$ cat src/rtl/regwin_pkg.sv
package regwin_pkg;
    localparam int SEL_W    = 5;
    localparam int N_GLOBAL = 8;
    localparam int WIN_STEP = 16;

    typedef enum logic [1:0] {
        ST_OK  = 2'd0,
        ST_OVF = 2'd1,
        ST_UNF = 2'd2
    } ctl_state_e;
endpackage

$ cat src/rtl/regwin_xlate.sv
module regwin_xlate
    import regwin_pkg::*;
#(
    parameter int NWIN = 4,
    parameter int CW   = 2,
    parameter int PW   = 7
) (
    input  logic [CW-1:0]    win,
    input  logic [SEL_W-1:0] sel,
    output logic [PW-1:0]    phys
);
    localparam int SPAN = WIN_STEP * NWIN;

    int off;

    always_comb begin
        off = 0;
        if (int'(sel) < N_GLOBAL) begin
            phys = PW'(sel);
        end else begin
            off = int'(win) * WIN_STEP + int'(sel) - N_GLOBAL;
            if (off >= SPAN) begin
                off = off - SPAN;
            end
            phys = PW'(off + N_GLOBAL);
        end
    end
endmodule

$ cat src/rtl/regwin_ctrl.sv
module regwin_ctrl
    import regwin_pkg::*;
#(
    parameter int NWIN = 4,
    parameter int CW   = 2
) (
    input  logic            clk,
    input  logic            rst_n,
    input  logic            call_i,
    input  logic            ret_i,
    output logic [CW-1:0]   cwp_o,
    output logic [NWIN-1:0] mask_o,
    output logic            ovf_o,
    output logic            unf_o
);
    ctl_state_e      state_q, state_d;
    logic [CW-1:0]   cwp_q, cwp_d, cwp_up, cwp_dn;
    logic [NWIN-1:0] mask_q, mask_d;
    logic            lone_call, lone_ret;

    assign cwp_up    = (int'(cwp_q) == NWIN - 1) ? '0 : cwp_q + CW'(1);
    assign cwp_dn    = (cwp_q == '0) ? CW'(NWIN - 1) : cwp_q - CW'(1);
    assign lone_call = call_i && !ret_i;
    assign lone_ret  = ret_i && !call_i;

    always_comb begin
        state_d = ST_OK;
        cwp_d   = cwp_q;
        mask_d  = mask_q;
        if (lone_call) begin
            if (mask_q[cwp_up]) begin
                state_d = ST_OVF;
            end else begin
                cwp_d          = cwp_up;
                mask_d[cwp_up] = 1'b1;
            end
        end else if (lone_ret) begin
            if (!mask_q[cwp_dn]) begin
                state_d = ST_UNF;
            end else begin
                cwp_d         = cwp_dn;
                mask_d[cwp_q] = 1'b0;
            end
        end
    end

    always_ff @(posedge clk or negedge rst_n) begin
        if (!rst_n) begin
            state_q <= ST_OK;
            cwp_q   <= '0;
            mask_q  <= NWIN'(1);
        end else begin
            state_q <= state_d;
            cwp_q   <= cwp_d;
            mask_q  <= mask_d;
        end
    end

    always_comb begin
        ovf_o = 1'b0;
        unf_o = 1'b0;
        unique case (state_q)
            ST_OK:   ;
            ST_OVF:  ovf_o = 1'b1;
            ST_UNF:  unf_o = 1'b1;
            default: ;
        endcase
    end

    assign cwp_o  = cwp_q;
    assign mask_o = mask_q;


    cur_valid_chk: assert property (@(posedge clk) disable iff (!rst_n)
        mask_q[cwp_q]);

    call_adv_chk: assert property (@(posedge clk) disable iff (!rst_n)
        (lone_call && !mask_q[cwp_up]) |=> (cwp_q == $past(cwp_up)) && !ovf_o);

    call_block_chk: assert property (@(posedge clk) disable iff (!rst_n)
        (lone_call && mask_q[cwp_up]) |=> ovf_o && $stable(cwp_q) && $stable(mask_q));

    ret_block_chk: assert property (@(posedge clk) disable iff (!rst_n)
        (lone_ret && !mask_q[cwp_dn]) |=> unf_o && $stable(cwp_q) && $stable(mask_q));

    both_noop_chk: assert property (@(posedge clk) disable iff (!rst_n)
        (call_i && ret_i) |=> $stable(cwp_q) && $stable(mask_q) && !ovf_o && !unf_o);
endmodule

$ cat src/rtl/regwin_store.sv
module regwin_store #(
    parameter int NPHYS = 72,
    parameter int PW    = 7,
    parameter int DW    = 16
) (
    input  logic          clk,
    input  logic          rst_n,
    input  logic [PW-1:0] ra_phys,
    output logic [DW-1:0] ra_data,
    input  logic [PW-1:0] rb_phys,
    output logic [DW-1:0] rb_data,
    input  logic          wr_en,
    input  logic [PW-1:0] wr_phys,
    input  logic [DW-1:0] wr_data
);
    logic [DW-1:0] regs [NPHYS];

    always_ff @(posedge clk or negedge rst_n) begin
        if (!rst_n) begin
            for (int i = 0; i < NPHYS; i++) begin
                regs[i] <= '0;
            end
        end else if (wr_en) begin
            regs[wr_phys] <= wr_data;
        end
    end

    always_comb begin
        ra_data = regs[ra_phys];
        if (wr_en && (wr_phys == ra_phys)) begin
            ra_data = wr_data;
        end
        rb_data = regs[rb_phys];
        if (wr_en && (wr_phys == rb_phys)) begin
            rb_data = wr_data;
        end
    end


    write_land_chk: assert property (@(posedge clk) disable iff (!rst_n)
        wr_en |=> regs[$past(wr_phys)] == $past(wr_data));
endmodule

$ cat src/rtl/regwin_file.sv
module regwin_file
    import regwin_pkg::*;
#(
    parameter int NWIN = 4,
    parameter int DW   = 16,
    localparam int CW    = (NWIN > 1) ? $clog2(NWIN) : 1,
    localparam int NPHYS = N_GLOBAL + WIN_STEP * NWIN,
    localparam int PW    = $clog2(NPHYS)
) (
    input  logic            clk,
    input  logic            rst_n,
    input  logic [4:0]      ra_sel,
    output logic [DW-1:0]   ra_data,
    input  logic [4:0]      rb_sel,
    output logic [DW-1:0]   rb_data,
    input  logic            wr_en,
    input  logic [4:0]      wr_sel,
    input  logic [DW-1:0]   wr_data,
    input  logic            call_i,
    input  logic            ret_i,
    output logic [CW-1:0]   cwp_o,
    output logic [NWIN-1:0] mask_o,
    output logic            ovf_o,
    output logic            unf_o
);
    localparam int NPORT = 3;

    logic [SEL_W-1:0] sel_v  [NPORT];
    logic [PW-1:0]    phys_v [NPORT];
    logic [CW-1:0]    cwp;

    assign sel_v[0] = ra_sel;
    assign sel_v[1] = rb_sel;
    assign sel_v[2] = wr_sel;

    regwin_ctrl #(.NWIN(NWIN), .CW(CW)) u_ctrl (
        .clk    (clk),
        .rst_n  (rst_n),
        .call_i (call_i),
        .ret_i  (ret_i),
        .cwp_o  (cwp),
        .mask_o (mask_o),
        .ovf_o  (ovf_o),
        .unf_o  (unf_o)
    );

    for (genvar p = 0; p < NPORT; p++) begin : g_xl
        regwin_xlate #(.NWIN(NWIN), .CW(CW), .PW(PW)) u_xl (
            .win  (cwp),
            .sel  (sel_v[p]),
            .phys (phys_v[p])
        );
    end

    regwin_store #(.NPHYS(NPHYS), .PW(PW), .DW(DW)) u_store (
        .clk     (clk),
        .rst_n   (rst_n),
        .ra_phys (phys_v[0]),
        .ra_data (ra_data),
        .rb_phys (phys_v[1]),
        .rb_data (rb_data),
        .wr_en   (wr_en),
        .wr_phys (phys_v[2]),
        .wr_data (wr_data)
    );

    assign cwp_o = cwp;


    global_map_chk: assert property (@(posedge clk) disable iff (!rst_n)
        (wr_en && wr_sel < 5'd8) |-> (int'(phys_v[2]) == int'(wr_sel)));
endmodule

$ cat config.mk
export PLATFORM = sky130hd
export DESIGN_NAME = regwin_file
export DESIGN_NICKNAME = d
export VERILOG_FILES = /design/src/rtl/regwin_pkg.sv /design/src/rtl/regwin_xlate.sv /design/src/rtl/regwin_ctrl.sv /design/src/rtl/regwin_store.sv /design/src/rtl/regwin_file.sv
export SDC_FILE = /design/constraint.sdc
export NUM_CORES = 2
export LEC_CHECK = 0
export CAP_MARGIN = 40
export CORE_AREA = 3 3 402 404
export CTS_CLUSTER_DIAMETER = 30
export DETAILED_ROUTE_END_ITERATION = 8
export DIE_AREA = 0 0 405 407
export GPL_TIMING_DRIVEN = 1
export HOLD_SLACK_MARGIN = 0.08
export PLACE_DENSITY = 0.63
export SLEW_MARGIN = 25
export SYNTH_ARGS = -nofsm -noshare
export SYNTH_HDL_FRONTEND = slang
export SYNTH_SLANG_ARGS = --single-unit
$ cat constraint.sdc
create_clock -name clk -period 12.84 [get_ports clk]
set_input_delay 1.926 -clock clk [delete_from_list [all_inputs] [get_ports clk]]
set_output_delay 1.926 -clock clk [all_outputs]
set_load 0.005 [all_outputs]
After elaboration in Yosys (flattened, before gate mapping):

Cells that the tools add are included.

* add/sub/neg operators: 14
* order comparisons: 15
* eq/ne operators: 6
* mux-type cells: 44
* bitwise operators: 6
* reduce and logical (&&, ||, !) cells: 13

Operator list (count)
* bitwise mux 1152 bit: 1
* binary-select mux 16 bit (select 7 bit): 2
* demux 16 bit (select 7 bit): 1
* two-way mux 16 bit: 7
* two-way mux 7 bit: 9
* greater-or-equal comparator 8 bit (second input constant): 6
* NOT 7 -> 8 bit: 3
* subtractor 7 x 4 -> 8 bit (second input constant): 3
* adder 6 x 5 -> 7 bit: 3
* adder 7 x 5 -> 7 bit (second input constant): 3
* subtractor 7 bit (second input constant): 3
* two-way mux 2 bit: 9
* two-way mux 4 bit: 4
* less-than comparator 5 x 4 -> 1 bit (second input constant): 3
* equality test 7 bit: 2
* less-than comparator 2 x 3 -> 1 bit (second input constant): 3
* less-than comparator 8 x 1 -> 1 bit (second input constant): 1
* logical AND 1 bit: 7
* two-way mux 1 bit: 7
* AND 4 bit: 1
* binary-select mux 1 bit (select 2 bit): 2
* demux 1 bit (select 2 bit): 2
* equality test 2 x 1 -> 1 bit (second input constant): 2
* greater-or-equal comparator 2 x 1 -> 1 bit (second input constant): 2
* other kinds (10): 12

* flip-flop bits (word level): 1160
* input port bits: 36
* output and inout port bits: 40
* word-level logic and storage cells: 173

Depth between registers and ports, before layout:

* word-level depth: 13
* depth in mapped cells: 16
* mapped depth without buffers: 12

Cells and area by module:

Synthesis repeated with hierarchy kept, for this count alone.

* cell total of the unflattened synthesis: 4347
* area total of the unflattened synthesis: 64466.8 sq um

Modules (own cells, without submodules)
* regwin_store: instances 1, cells an instance 4211, area each 63218.1 sq um, sequential area each 28827.6 sq um
* regwin_ctrl: instances 1, cells an instance 55, area each 621.8 sq um, sequential area each 201.4 sq um
* regwin_xlate at g_xl[0].u_xl ...: instances 2, cells an instance 27, area each 206.4 sq um, sequential area each 0.0 sq um
* regwin_xlate at g_xl[2].u_xl: instances 1, cells an instance 27, area each 214.0 sq um, sequential area each 0.0 sq um

Least setup slack after synthesis:

OpenSTA, ideal clock, no wires.

* path kind: in2out
* start point: input wr_sel[4]
* end point: output ra_data[0]
* data arrival time: 4.962 ns
* required time: 10.914 ns
* path slack: 5.952 ns
* stages on the path: 16
* buffers on the path: 4
* path through: inv_1 > ha_1 > buf_2 > inv_1 > ha_1 > inv_1 > fa_1 > xnor2_1 > o21ai_2 > xnor2_1 > and2_1 > buf_2 > and2_1 > clkbuf_2 > buf_2 > a221o_1

* cells in the longest elaborated chain, start to end: 10
* elaborated cells on any way between the ends: 12
* those cells by class: add/sub: 4; order compare: 2; eq/ne: 1; mux: 4; reduce/logical: 1

RTL lines
* start: declaration: RTL line regwin_file.sv:17 `input logic [4:0] wr_sel,`
* adder 6 x 5 -> 7 bit: RTL line regwin_xlate.sv:21 `off = int'(win) * WIN_STEP + int'(sel) - N_GLOBAL;`
* subtractor 7 x 4 -> 8 bit: RTL line regwin_xlate.sv:21
* subtractor 7 bit / greater-or-equal comparator 8 bit (equally long branches): RTL line regwin_xlate.sv:23, regwin_xlate.sv:22
* two-way mux 7 bit: RTL line regwin_xlate.sv:22 `if (off >= SPAN) begin`
* two-way mux 7 bit: RTL line regwin_xlate.sv:18 `if (int'(sel) < N_GLOBAL) begin`
* adder 7 x 5 -> 7 bit: RTL line regwin_xlate.sv:25 `phys = PW'(off + N_GLOBAL);`
* two-way mux 7 bit (*): RTL line regwin_xlate.sv:18
* equality test 7 bit (*): RTL line regwin_store.sv:30 `if (wr_en && (wr_phys == ra_phys)) begin`
* logical AND 1 bit (*): RTL line regwin_store.sv:30
* two-way mux 16 bit (*): RTL line regwin_store.sv:30
* end: declaration: RTL line regwin_file.sv:13 `output logic [DW-1:0] ra_data,`

Every way passes the cells marked *; elsewhere a longest branch is shown, timed or not. The select of a mux whose other input is x is not followed.

Worst setup path in the final report:

* start point: input wr_sel[4]
* end point: output ra_data[2]

Same word-level chain as after synthesis.

==> results.toml <==
[status]
status = "completed"

[finish]
register_area_mm2 = 0.0290
nFillCells = 13400
area_delta_synth_final_pct = 21.1
fin_util_pct = 48.5
layout-drive-gt1-share_pct = 52.8
final_area_mm2 = 0.0767
fin_nets = 4514
multi_input_comb_area_mm2 = 0.0324

[worst_hold_path]
holdCritPathClass = "flip-flop to flip-flop"
holdPathStages = 2

[logic_synthesis]
synthXorXnorAreaFrac_pct = 0.298
syn-cell-area_mm2 = 0.0633
async_flop_share_pct = 100
synth_edf_count = 0
synth_top_family_by_area = "multiplexers"
synth.avg_cell_area_um2 = 14.6
synth-compound-area-share_pct = 3.00
syn-instance-count = 4351
synth_top_flop_cell = "dfrtp_1"
yosys_warnings = 0
synthAdderAreaFrac_pct = 0.411
synth.area.top_cells = "dfrtp_1 46%, mux2_2 21%, mux4_2 19%"
synthTopCellsByCount = "1,161 x mux2_2, 1,159 x dfrtp_1, 546 x mux4_2"
seq_area_frac_synth_pct = 45.8
ys_ff_latch = 1160
synth.most_common_cell = "mux2_2"
synthSimpleGateAreaFrac_pct = 4.41
synth_mux_area_share_pct = 42.8
ys_types = 64
syn-num-nets = 4406
synth_top_area_share_pct = 45.8
yosysTopAreaCell = "dfrtp_1"

[place]
portBuffers = 75
place_area_mm2 = 0.0662
place_congestion = 1.05
dp_hpwl_mm = 143

[clock_network]
ctsResizeCount = 0
cts_htree_levels = 5
clockRootBuffer = "clkbuf_16"
cts_tree = "built"
cts_hold_buf = 0
clock_latency_ns = 0.88
cts_buffers = 301
post-cts-setup-buffers = 0
cts_sinks = 1160
clkTransAtPathRegs_ns = 0.04
cts_buffer_depth = 4

[floorplanning]
rows = 146
die_height_um = 407
core-area_mm2 = 0.158
die-area_mm2 = 0.165
ios = 76
start_util_pct = 40.0
die_width_um = 405

[timing]
worst_pin_slew_ns = 1.16
setup_tns_ns = 0
setup_violations = 0
max_freq_mhz = 107
period_share_pct = 73.1
fin_skew_ns = 0.0471
rsz0062_at_grt = "no"
post-route-min-period_ns = 9.39
drv_slew = 0
fin_hold_ws_ns = 0.511
relSlewSlack_pct = 22.6
hold_viol_final = 0

[global_route]
gr-total-overflow = 0
antenna_found_initial = 17
grt_start_max_net_pins = 170
grt_pass1_wl_mm = 319
grt_pass1_vias = 43300
grt_use_total_pct = 26.7

[pwr]
power.leakage_nw = 33.6
power.density_mw_per_mm2 = 241
peakVddDrop_uv = 166

[drt]
drc = 0
wl_per_cell_um = 32.6
first_pass_iters = 6
drt_iter0_drc = 4602
vias = 43100
routed_wl_mm = 220
ant_nets = 0
viasPerCell = 6.38

[worst_setup_path]
critical_path_class = "primary input to output pin"
cp-end-kind = "output pin"
worstRegToRegCells = 13
path_max_fanout = 17
cp-start-kind = "primary input"
crit_required_ns = 10.91
crit_arrival_ns = 7.46

[run]
drv_cap = 0
==> flip-flops by register name (all words and copies together), names as in the netlist <==
register / flops
u_ctrl.cwp_o: 2
u_ctrl.state_q: 2
u_ctrl.mask_o: 4
u_store.regs: 1152
==> path summary, 6_finish.rpt <==
path,startpoint,to,slack [ns]
setup / recovery,wr_sel[4],ra_data[2],3.45
hold / removal,u_ctrl.mask_o[0],u_ctrl.mask_o[0],0.51
setup reg to reg,u_ctrl.cwp_o[0],u_store.regs[329],7.91
hold reg to reg,u_ctrl.mask_o[0],u_ctrl.mask_o[0],0.51
max in group asynchronous,rst_n,u_store.regs[468],9.52
min in group asynchronous,rst_n,u_store.regs[29],1.04
==> cell families after synthesis <==
family	after synthesis
simple gates	564
buf+inv	450
compound gates	257
mux	1882
flops	1160
xor+xnor	19
fa+ha+maj	19
==> stage by stage <==
step           setup slack, ns  power, mW  cells
2_1_floorplan             5.95       8.58   4351
3_3_place_gp              3.79       10.5   6190
3_5_place_dp              3.64       10.6   6214
4_1_cts                   3.65       18.4   6728
5_1_grt                   3.30       19.1   6745
6_report                  3.45       18.5   6754
==> worst max-delay path: stages <==
cell	delay (ns)
clkdlybuf4s50_1	0.60
inv_1	0.16
ha_1	0.50
inv_1	0.15
ha_1	0.22
inv_1	0.09
fa_1	0.51
xnor2_1	0.34
o21ai_2	0.19
xnor2_1	0.24
and2_1	0.70
and2_1	0.79
a221o_1	0.45
clkdlybuf4s50_1	0.56
==> cells in the final DEF, fill, tap and decap left out, types with 17 or more instances in the layout <==
cell type,instances
mux2_2,1161
dfrtp_1,1159
mux4_2,546
clkbuf_16,307
nand2_1,254
mux2i_1,175
buf_4,125
nand3_1,114
a22oi_1,64
clkbuf_8,53
clkdlybuf4s50_1,52
nor2_2,50
bufinv_16,41
clkinv_2,41
a21oi_1,37
clkbuf_1,34
nor2_1,28
a22o_1,25
buf_2,23
o211ai_1,20
nor2_4,18
buf_12,18
o22ai_1,17
nand4_1,17
clkinvlp_4,17
==> cell type report <==
| cell class | count | share of cell area [%] |
|---|---|---|
| Antenna cell | 12 | 0.0391 |
| Clock buffer | 394 | 11.1 |
| Clock inverter | 120 | 2.31 |
| Inverter | 15 | 0.0734 |
| Multi-Input combinational cell | 2741 | 42.2 |
| Sequential cell | 1160 | 37.8 |
| Tap cell | 2072 | 3.38 |
| Timing Repair Buffer | 240 | 3.04 |
==> routing by layer <==
layer  global-route usage, %  up-vias  part of all wire (%)
met5                       0        -                 0.043
met4                    13.0       14                   5.4
met2                    39.7     2296                    45
li1                        -    17000                     -
met1                    35.2    23200                    40
met3                    8.94      553                    10
==> power by group <==
part	total, mW	switching, mW	leakage, nW	internal, mW
clock network	7.69	2.25	5.05	5.44
logic	5.06	2.59	13.0	2.47
registers	5.72	0.889	15.5	4.84
total	18.5	5.73	33.6	12.7
Power figures use the tool's default switching activity.
